[config.mk]
export PLATFORM = sky130hd
export DESIGN_NAME = port_power_supervisor
export DESIGN_NICKNAME = d
export VERILOG_FILES = /design/src/rtl/pps_pkg.sv /design/src/rtl/pps_oc_sync.sv /design/src/rtl/pps_qual_filter.sv /design/src/rtl/pps_power_ctrl.sv /design/src/rtl/port_power_supervisor.sv
export SDC_FILE = /design/constraint.sdc
export NUM_CORES = 1
export LEC_CHECK = 0
export ABC_CLOCK_PERIOD_IN_PS = 1750
export BUFFER_PORTS_ARGS = -buffer_cell sky130_fd_sc_hd__buf_4
export CAP_MARGIN = 20
export CORE_MARGIN = 5
export CORE_UTILIZATION = 54
export DETAILED_ROUTE_END_ITERATION = 8
export GPL_TIMING_DRIVEN = 0
export HOLD_SLACK_MARGIN = 0.06
export PLACE_DENSITY = 0.76
export SKIP_LAST_GASP = 1
export SLEW_MARGIN = 10
export SYNTH_ARGS = -nofsm -noshare
export SYNTH_HDL_FRONTEND = slang
export SYNTH_SLANG_ARGS = --single-unit
export TNS_END_PERCENT = 50
[constraint.sdc]
create_clock -name clk -period 1.75 [get_ports clk]
set_input_delay 0.175 -clock clk [delete_from_list [all_inputs] [get_ports clk]]
set_output_delay 0.175 -clock clk [all_outputs]
set_load 0.005 [all_outputs]
[src/rtl/pps_pkg.sv]
package pps_pkg;
  // Number of reference clock cycles in a span given in microseconds.
  function automatic int unsigned us_to_cycles(input longint unsigned clk_hz,
                                               input longint unsigned us);
    return int'((clk_hz / 64'd1000) * us / 64'd1000);
  endfunction
endpackage

[src/rtl/pps_oc_sync.sv]
module pps_oc_sync #(
  parameter int NUM_PORTS = 7
) (
  input  logic                 clk,
  input  logic                 rst_n,
  input  logic [NUM_PORTS-1:0] oc_n,
  output logic [NUM_PORTS-1:0] oc_hit
);
  for (genvar g = 0; g < NUM_PORTS; g++) begin : g_sync
    logic stage1, stage2;
    always_ff @(posedge clk or negedge rst_n) begin
      if (!rst_n) begin
        stage1 <= 1'b0;
        stage2 <= 1'b0;
      end else begin
        stage1 <= ~oc_n[g];
        stage2 <= stage1;
      end
    end
    assign oc_hit[g] = stage2;
  end
endmodule

[src/rtl/pps_qual_filter.sv]
module pps_qual_filter #(
  parameter int NUM_PORTS   = 7,
  parameter int QUAL_CYCLES = 15000
) (
  input  logic                 clk,
  input  logic                 rst_n,
  input  logic [NUM_PORTS-1:0] oc_hit,
  input  logic [NUM_PORTS-1:0] armed,
  output logic [NUM_PORTS-1:0] trip
);
  localparam int CW = $clog2(QUAL_CYCLES + 1);
  localparam logic [CW-1:0] LAST = CW'(QUAL_CYCLES - 1);

  for (genvar g = 0; g < NUM_PORTS; g++) begin : g_filt
    logic [CW-1:0] run;
    logic          live;
    assign live    = oc_hit[g] & armed[g];
    assign trip[g] = live & (run == LAST);
    always_ff @(posedge clk or negedge rst_n) begin
      if (!rst_n)              run <= '0;
      else if (!live || trip[g]) run <= '0;
      else                     run <= run + 1'b1;
    end
  end
endmodule

[src/rtl/pps_power_ctrl.sv]
module pps_power_ctrl #(
  parameter int NUM_PORTS = 7
) (
  input  logic                 clk,
  input  logic                 rst_n,
  input  logic                 gang_mode,
  input  logic [NUM_PORTS-1:0] on_req,
  input  logic [NUM_PORTS-1:0] off_req,
  input  logic [NUM_PORTS-1:0] clr_req,
  input  logic [NUM_PORTS-1:0] trip,
  output logic [NUM_PORTS-1:0] powered,
  output logic [NUM_PORTS-1:0] sticky
);
  logic [NUM_PORTS-1:0] on_eff, off_eff, trip_eff;

  always_comb begin
    if (gang_mode) begin
      on_eff   = {NUM_PORTS{|on_req}};
      off_eff  = {NUM_PORTS{|off_req}};
      trip_eff = {NUM_PORTS{|trip}};
    end else begin
      on_eff   = on_req;
      off_eff  = off_req;
      trip_eff = trip;
    end
  end

  always_ff @(posedge clk or negedge rst_n) begin
    if (!rst_n) begin
      powered <= '0;
      sticky  <= '0;
    end else begin
      powered <= (powered | on_eff) & ~off_eff & ~trip_eff;
      sticky  <= (sticky & ~clr_req) | trip_eff;
    end
  end
endmodule

[src/rtl/port_power_supervisor.sv]
module port_power_supervisor #(
  parameter int          NUM_PORTS = 7,
  parameter longint      CLK_HZ    = 30_000_000,
  parameter longint      QUAL_US   = 500
) (
  input  logic                 clk,
  input  logic                 rst_n,
  input  logic                 gang_mode,
  input  logic [NUM_PORTS-1:0] pwr_on_req,
  input  logic [NUM_PORTS-1:0] pwr_off_req,
  input  logic [NUM_PORTS-1:0] oc_clear,
  input  logic [NUM_PORTS-1:0] oc_n,
  output logic [NUM_PORTS-1:0] pwr_en_n,
  output logic [NUM_PORTS-1:0] oc_change
);
  localparam int QUAL_CYCLES = pps_pkg::us_to_cycles(CLK_HZ, QUAL_US);

  logic [NUM_PORTS-1:0] oc_hit, trip, powered;

  pps_oc_sync #(.NUM_PORTS(NUM_PORTS)) u_sync (
    .clk(clk), .rst_n(rst_n), .oc_n(oc_n), .oc_hit(oc_hit)
  );

  pps_qual_filter #(.NUM_PORTS(NUM_PORTS), .QUAL_CYCLES(QUAL_CYCLES)) u_filt (
    .clk(clk), .rst_n(rst_n), .oc_hit(oc_hit), .armed(powered), .trip(trip)
  );

  pps_power_ctrl #(.NUM_PORTS(NUM_PORTS)) u_ctrl (
    .clk(clk), .rst_n(rst_n), .gang_mode(gang_mode),
    .on_req(pwr_on_req), .off_req(pwr_off_req), .clr_req(oc_clear),
    .trip(trip), .powered(powered), .sticky(oc_change)
  );

  assign pwr_en_n = ~powered;
endmodule

### Yosys cells after proc, flatten, opt, wreduce, memory -nomap -nowiden

Cells that the tools add are included.

| cells by class | value |
|---|---|
| add/sub/neg operators | 7 |
| equality and inequality tests | 7 |
| multiplexer cells | 10 |
| bitwise logic cells | 30 |
| reduce and logical (&&, ||, !) cells | 17 |

Operators with widths:

| cell | count |
|---|---|
| adder 14 x 1 -> 14 bit, second input constant | 7 |
| equality test 14 bit, second input constant | 7 |
| two-way mux 14 bit | 7 |
| inverter 7 bit | 4 |
| bitwise AND 7 bit | 3 |
| two-way mux 7 bit | 3 |
| OR reduction 7 bit | 3 |
| bitwise AND 1 bit | 14 |
| OR 7 bit | 2 |
| logical NOT 1 bit | 7 |
| logical OR 1 bit | 7 |
| inverter 1 bit | 7 |

| word-level totals | value |
|---|---|
| register bits | 126 |
| output and inout bits | 14 |
| logic and storage cells | 94 |

### Depth between registers and ports, before layout

| logic depth | value |
|---|---|
| depth in word-level cells | 6 |
| mapped depth | 6 |
| mapped depth without buffers | 6 |

### Cells and area by module

A second synthesis with hierarchy kept.

| second synthesis, totals | value |
|---|---|
| cell total of the unflattened synthesis | 627 |
| area total of the unflattened synthesis | 6,124.6 sq um |

Modules (own cells, without submodules):

| module | times used | cells an instance | area an instance (sq um) |
|---|---|---|---|
| pps_qual_filter | 1 | 510 | 4,919.7 |
| pps_power_ctrl | 1 | 82 | 749.5 |
| pps_oc_sync | 1 | 28 | 429.2 |
| port_power_supervisor | 1 | 7 | 26.3 |

### Least setup slack after synthesis

OpenSTA, ideal clock, no wires.

| timing | value |
|---|---|
| kind | reg2reg |
| from | register u_filt.g_filt[4].run[0] |
| to | register u_ctrl.powered[4] |
| library setup time | 0.120 ns |
| data arrival time | 1.622 ns |
| data required time | 1.630 ns |
| path slack | 0.008 ns |
| cell stages (with the launch flop) | 7 |
| buffers on the path | 0 |
| period minus slack after synthesis | 1.742 ns |
| cell sequence | dfrtp_1 > ha_1 > nand4bb_4 > or4_4 > o2111ai_4 > o21ai_1 > and3_1 |

| between the ends | value |
|---|---|
| cells in the longest elaborated chain, start to end | 6 |

Ends and longest elaborated chain:

| what | RTL line | source |
|---|---|---|
| start: declaration | pps_qual_filter.sv:15 | `logic [CW-1:0] run;` |
| start signal: assignment | pps_qual_filter.sv:22 | `else run <= run + 1'b1;` |
| equality test 14 bit (*) | pps_qual_filter.sv:18 | `assign trip[g] = live & (run == LAST);` |
| bitwise AND 1 bit (*) | pps_qual_filter.sv:18 |  |
| OR reduction 7 bit | pps_power_ctrl.sv:20 | `trip_eff = {NUM_PORTS{\|trip}};` |
| two-way mux 7 bit (*) | pps_power_ctrl.sv:17 | `if (gang_mode) begin` |
| inverter 7 bit (*) | pps_power_ctrl.sv:33 | `powered <= (powered \| on_eff) & ~off_eff & ~trip_eff;` |
| bitwise AND 7 bit (*) | pps_power_ctrl.sv:33 |  |
| end signal: assignment | pps_power_ctrl.sv:33 |  |
| end: declaration | pps_power_ctrl.sv:11 | `output logic [NUM_PORTS-1:0] powered,` |

Every way passes the cells marked *; elsewhere a longest branch is shown, timed or not.

### Worst setup path after layout

| timing | value |
|---|---|
| from | register u_filt.g_filt[2].run[1] |
| to | register u_ctrl.sticky[3] |

| between the ends | value |
|---|---|
| cells in the longest elaborated chain, start to end | 5 |

Ends and longest elaborated chain:

| what | RTL line | source |
|---|---|---|
| start: declaration | pps_qual_filter.sv:15 |  |
| start signal: assignment | pps_qual_filter.sv:22 |  |
| equality test 14 bit | pps_qual_filter.sv:18 |  |
| bitwise AND 1 bit | pps_qual_filter.sv:18 |  |
| OR reduction 7 bit | pps_power_ctrl.sv:20 |  |
| two-way mux 7 bit | pps_power_ctrl.sv:17 |  |
| OR 7 bit | pps_power_ctrl.sv:34 | `sticky <= (sticky & ~clr_req) \| trip_eff;` |
| end signal: assignment | pps_power_ctrl.sv:34 |  |
| end: declaration | pps_power_ctrl.sv:12 | `output logic [NUM_PORTS-1:0] sticky` |

No other way between the ends.

==> key figures <==
Power and ir drop
  – Share of total power in the clock network: 50.3%
  – Share of power burned in combinational logic: 5.4%
  – Switching power total: 1.428 mW
  – Leakage power of the design: 3.426 nW
  – Internal: 5.352 mW
  – Total Power Consumption: 6.780 mW
  – Relative contribution of sequential cells to total power: 44.3%
  – Max VDD drop: 838.3 uV
  – Power density normalized to cell area: 884.9 nW/um^2
  – Switching fraction of total power: 21.06%

Routing
  – Met3 routed wirelength: 520 um
  – Met1 wire length: 5743 um
  – Via count: 4553
  – Number of DRC markers in iteration 0: 248
  – Mean routed wirelength per cell: 15.15 um
  – Top Metal Used: met4
  – Detailed route wirelength on metal2: 6308 um
  – Number of search-and-repair iterations in the first detailed-routing pass: 4
  – Vias/cell: 5.382
  – Total detailed-routing wirelength: 12820 um
  – Detail Route Antenna Nets: 0
  – Drc violations: 0

STA
  – Worst Slack Setup Final: -70.91 ps
  – Unrepaired setup endpoints after global routing: true
  – Clock Skew: 11.47 ps
  – Final worst path period share: 104.1%
  – Slew Limit Headroom: 62.05%
  – Smallest hold slack: 105.1 ps
  – Final Hold Vio Count: 0
  – Final Setup Violations: 18
  – Worst slew pin tran: 569.3 ps
  – Achievable clock frequency: 549.2 MHz
  – Final slew viol count: 0
  – Final period demand of the worst path: 1821 ps

Worst hold path
  – Type of the worst min-delay path: input pin to flop

GRT
  – Number of antenna violations at the first check in global routing: 0
  – Global-route wire length before repair: 20910 um
  – Total Routing Usage GR: 20.27%
  – Via count of the first global-routing pass: 4634
  – Maximum number of pins on one net before global-route repair: 76
  – Final global-route overflow total: 0

Cells and area
  – Most frequent standard cell in the layout excluding fill and tap cells: sky130_fd_sc_hd__dfrtp_1
  – Area overhead of the layout relative to synthesis: 27.82%
  – Filler instances: 792
  – Commonest cells after routing, fill and taps aside: sky130_fd_sc_hd__dfrtp_1, sky130_fd_sc_hd__nor2_1, sky130_fd_sc_hd__buf_4, sky130_fd_sc_hd__xor2_1, sky130_fd_sc_hd__and3_1
  – Share of the core filled with cells: 70.68%
  – Share of post-route cells with drive strength above 1: 17.85%
  – Number of antenna diodes: 0
  – Final Net Count: 733

Placement
  – Port Buffer Count: 44
  – HPWL reported at the end of detailed placement: 8644 um
  – Routability congestion estimate from global placement: 0.8653

Yosys
  – Cell variety after synth: 46
  – Number of flops mapped to enable cells by yosys: 0
  – Cell area after technology mapping: 5994 sq um
  – Area share of the leading cell type in the synthesized netlist: 52.60%
  – Sequential cell area fraction in the yosys report: 52.60%
  – Syn Inst Count: 591
  – Avg Inst Size Synth: 10.14 sq um
  – Synth warnings: 0
  – Post-synthesis register bit count: 126
  – Cell types with the largest area share after synthesis: sky130_fd_sc_hd__dfrtp_1, sky130_fd_sc_hd__nor2_1, sky130_fd_sc_hd__xor2_1
  – Top cell type by total area after synthesis: sky130_fd_sc_hd__dfrtp_1
  – Post-Synthesis Net Count: 629
  – Async set or reset register ratio after synthesis: 100.0%
  – Top FF cell, synth: sky130_fd_sc_hd__dfrtp_1

Setup path
  – CP delay by family, top: simple AND/OR/NAND/NOR gates
  – Endpoint required time on the critical path: 2150 ps
  – Data arrival time at the worst-slack endpoint: 2220 ps
  – Crit Path Class: flop to flop
  – Critical Path, Cell by Cell: ha_4 -> and4b_1 -> nand4_1 -> buf_6 -> nand2_1 -> nor3_4 -> o22ai_2
  – Critical path launch point type: flop
  – Cell type of the slowest stage on the worst timing path: sky130_fd_sc_hd__dfrtp_1
  – Maximum fanout along the worst path: 6
  – Worst Setup End Kind: flop
  – Peak per-stage delay on the critical path: 420 ps
  – Bufs and invs on worst path: 1

Flow run
  – Number of maximum-capacitance violations: 0

Floorplanning
  – Floorplan die height: 115.4 um
  – Area of the core: 10840 sq um
  – Number of rows in the core area: 38
  – Die span in x: 115.4 um
  – DIE AREA: 13310 sq um
  – Starting Density: 55.30%
  – Number of I/O pins: 45

Clocking
  – Clock tree sinks: 126
  – Total number of H-tree levels: 4
  – Clock-pin transition on the worst setup and hold timing paths: 60 ps
  – TritonCTS clock tree: yes
  – Cell at the root of the clock tree: sky130_fd_sc_hd__clkbuf_8
  – Maximum clock path buffer count: 2
  – Total CTS buffers: 17
  – Worst-skew pair later-pin latency: 530 ps

Run status
  – Failing checks: setup timing
  – Result of the run: finished, violations left
power by group through the flow:
stage               sequential, mW  combinational, mW  clock (mW)
finish                        3.00              0.369        3.41
global route                  3.00              0.408        3.62
CTS                           3.00              0.361        3.47
detailed placement            3.05              0.300           0
global placement              3.05              0.286           0
floorplan                     3.04              0.111           0
sequential cells by signal (all words and copies together), names as in the netlist:
name,flops
u_filt.g_filt.run,98
u_ctrl.powered,7
u_ctrl.sticky,7
u_sync.g_sync.stage1,7
u_sync.g_sync.stage2,7
final timing paths:
kind | slack [ps] | to | cells after the start | start
min | 110 | u_ctrl.powered[4]$_DFF_PN0_ | 4 | pwr_on_req[6]
min reg2reg | 350 | u_sync.g_sync[0].stage2$_DFF_PN0_ | 0 | u_sync.g_sync[0].stage1$_DFF_PN0_
min in group asynchronous | 150 | u_filt.g_filt[2].run[1]$_DFF_PN0_ | 2 | rst_n
max | -70 | u_ctrl.sticky[3]$_DFF_PN0_ | 7 | u_filt.g_filt[2].run[1]$_DFF_PN0_
max in group asynchronous | 870 | u_filt.g_filt[5].run[8]$_DFF_PN0_ | 3 | rst_n
max reg2reg | -70 | u_ctrl.sticky[3]$_DFF_PN0_ | 7 | u_filt.g_filt[2].run[1]$_DFF_PN0_
cells in the mapped netlist, types with 7 or more instances:
| cell | number |
|---|---|
| sky130_fd_sc_hd__a21oi_1 | 17 |
| sky130_fd_sc_hd__nor3_1 | 7 |
| sky130_fd_sc_hd__nand4_1 | 16 |
| sky130_fd_sc_hd__and2_1 | 13 |
| sky130_fd_sc_hd__and4_1 | 10 |
| sky130_fd_sc_hd__nor2_1 | 101 |
| sky130_fd_sc_hd__xor2_1 | 42 |
| sky130_fd_sc_hd__and3_1 | 41 |
| sky130_fd_sc_hd__ha_1 | 7 |
| sky130_fd_sc_hd__nand3_1 | 32 |
| sky130_fd_sc_hd__nand2_1 | 40 |
| sky130_fd_sc_hd__inv_1 | 29 |
| sky130_fd_sc_hd__dfrtp_1 | 126 |
| sky130_fd_sc_hd__xnor2_1 | 38 |
| sky130_fd_sc_hd__nor4bb_1 | 8 |
through the flow:
step / std cells / setup slack, ps / instance area [sq um] / TNS, ps
after CTS: 839 / -129.6 / 7495 / -1095
after floorplan: 591 / 8.313 / 5995 / 0
after global placement: 775 / -177.0 / 6500 / -4568
after global routing: 846 / -158.0 / 7662 / -3373
after detailed placement: 776 / -210.1 / 6531 / -6431
final: 846 / -70.91 / 7662 / -567.1
layout make-up:
cell class                 instances  area (sq um)  area share (%)
buffer                             8         55.05          0.7185
clock buffer                      22         452.9           5.911
clock inverter                     8         115.1           1.502
inverter                          29         108.9           1.421
multi-input combinational        428          2867           37.41
sequential                       126          3153           41.15
tap                              140         175.2           2.286
timing repair buffer              85         735.7           9.602
what timing repair did:
| item | CTS | global route |
|---|---|---|
| hold buffers | 25 | 0 |
| setup buffers | 9 | 8 |
| pin swaps | 9 | 10 |
| hold endpoints to repair | 147 | 0 |
| cloned | 0 | 0 |
| gates resized for setup | 18 | 23 |
| setup endpoints to repair | 73 | 81 |
worst reg2reg max path, cell delays in order (launching register included):
cell	delay, ps
sky130_fd_sc_hd__dfrtp_1	420
sky130_fd_sc_hd__ha_4	190
sky130_fd_sc_hd__and4b_1	220
sky130_fd_sc_hd__nand4_1	120
sky130_fd_sc_hd__buf_6	130
sky130_fd_sc_hd__nand2_1	90
sky130_fd_sc_hd__nor3_4	380
sky130_fd_sc_hd__o22ai_2	140
cells by family (layout without fill, tap and decap cells):
logic type	after synthesis	in the layout	share of synthesized area, %
AND/OR/NAND/NOR	299	299	27.03
flip-flops	126	126	52.60
XOR/XNOR	80	80	11.69
buffers and inverters	37	152	2.484
adder cells (fa/ha/maj)	7	7	1.461
AO/OA/AOI/OAI	42	42	4.738
metal layers:
| metal | global-route usage [%] | vias to the layer above |
|---|---|---|
| li1 | - | 2229 |
| met1 | 24.99 | 2229 |
| met2 | 33.10 | 75 |
| met3 | 6.053 | 20 |
| met4 | 8.998 | 0 |
| met5 | 0 | - |
Note: power is estimated with default switching activity, not from simulation.
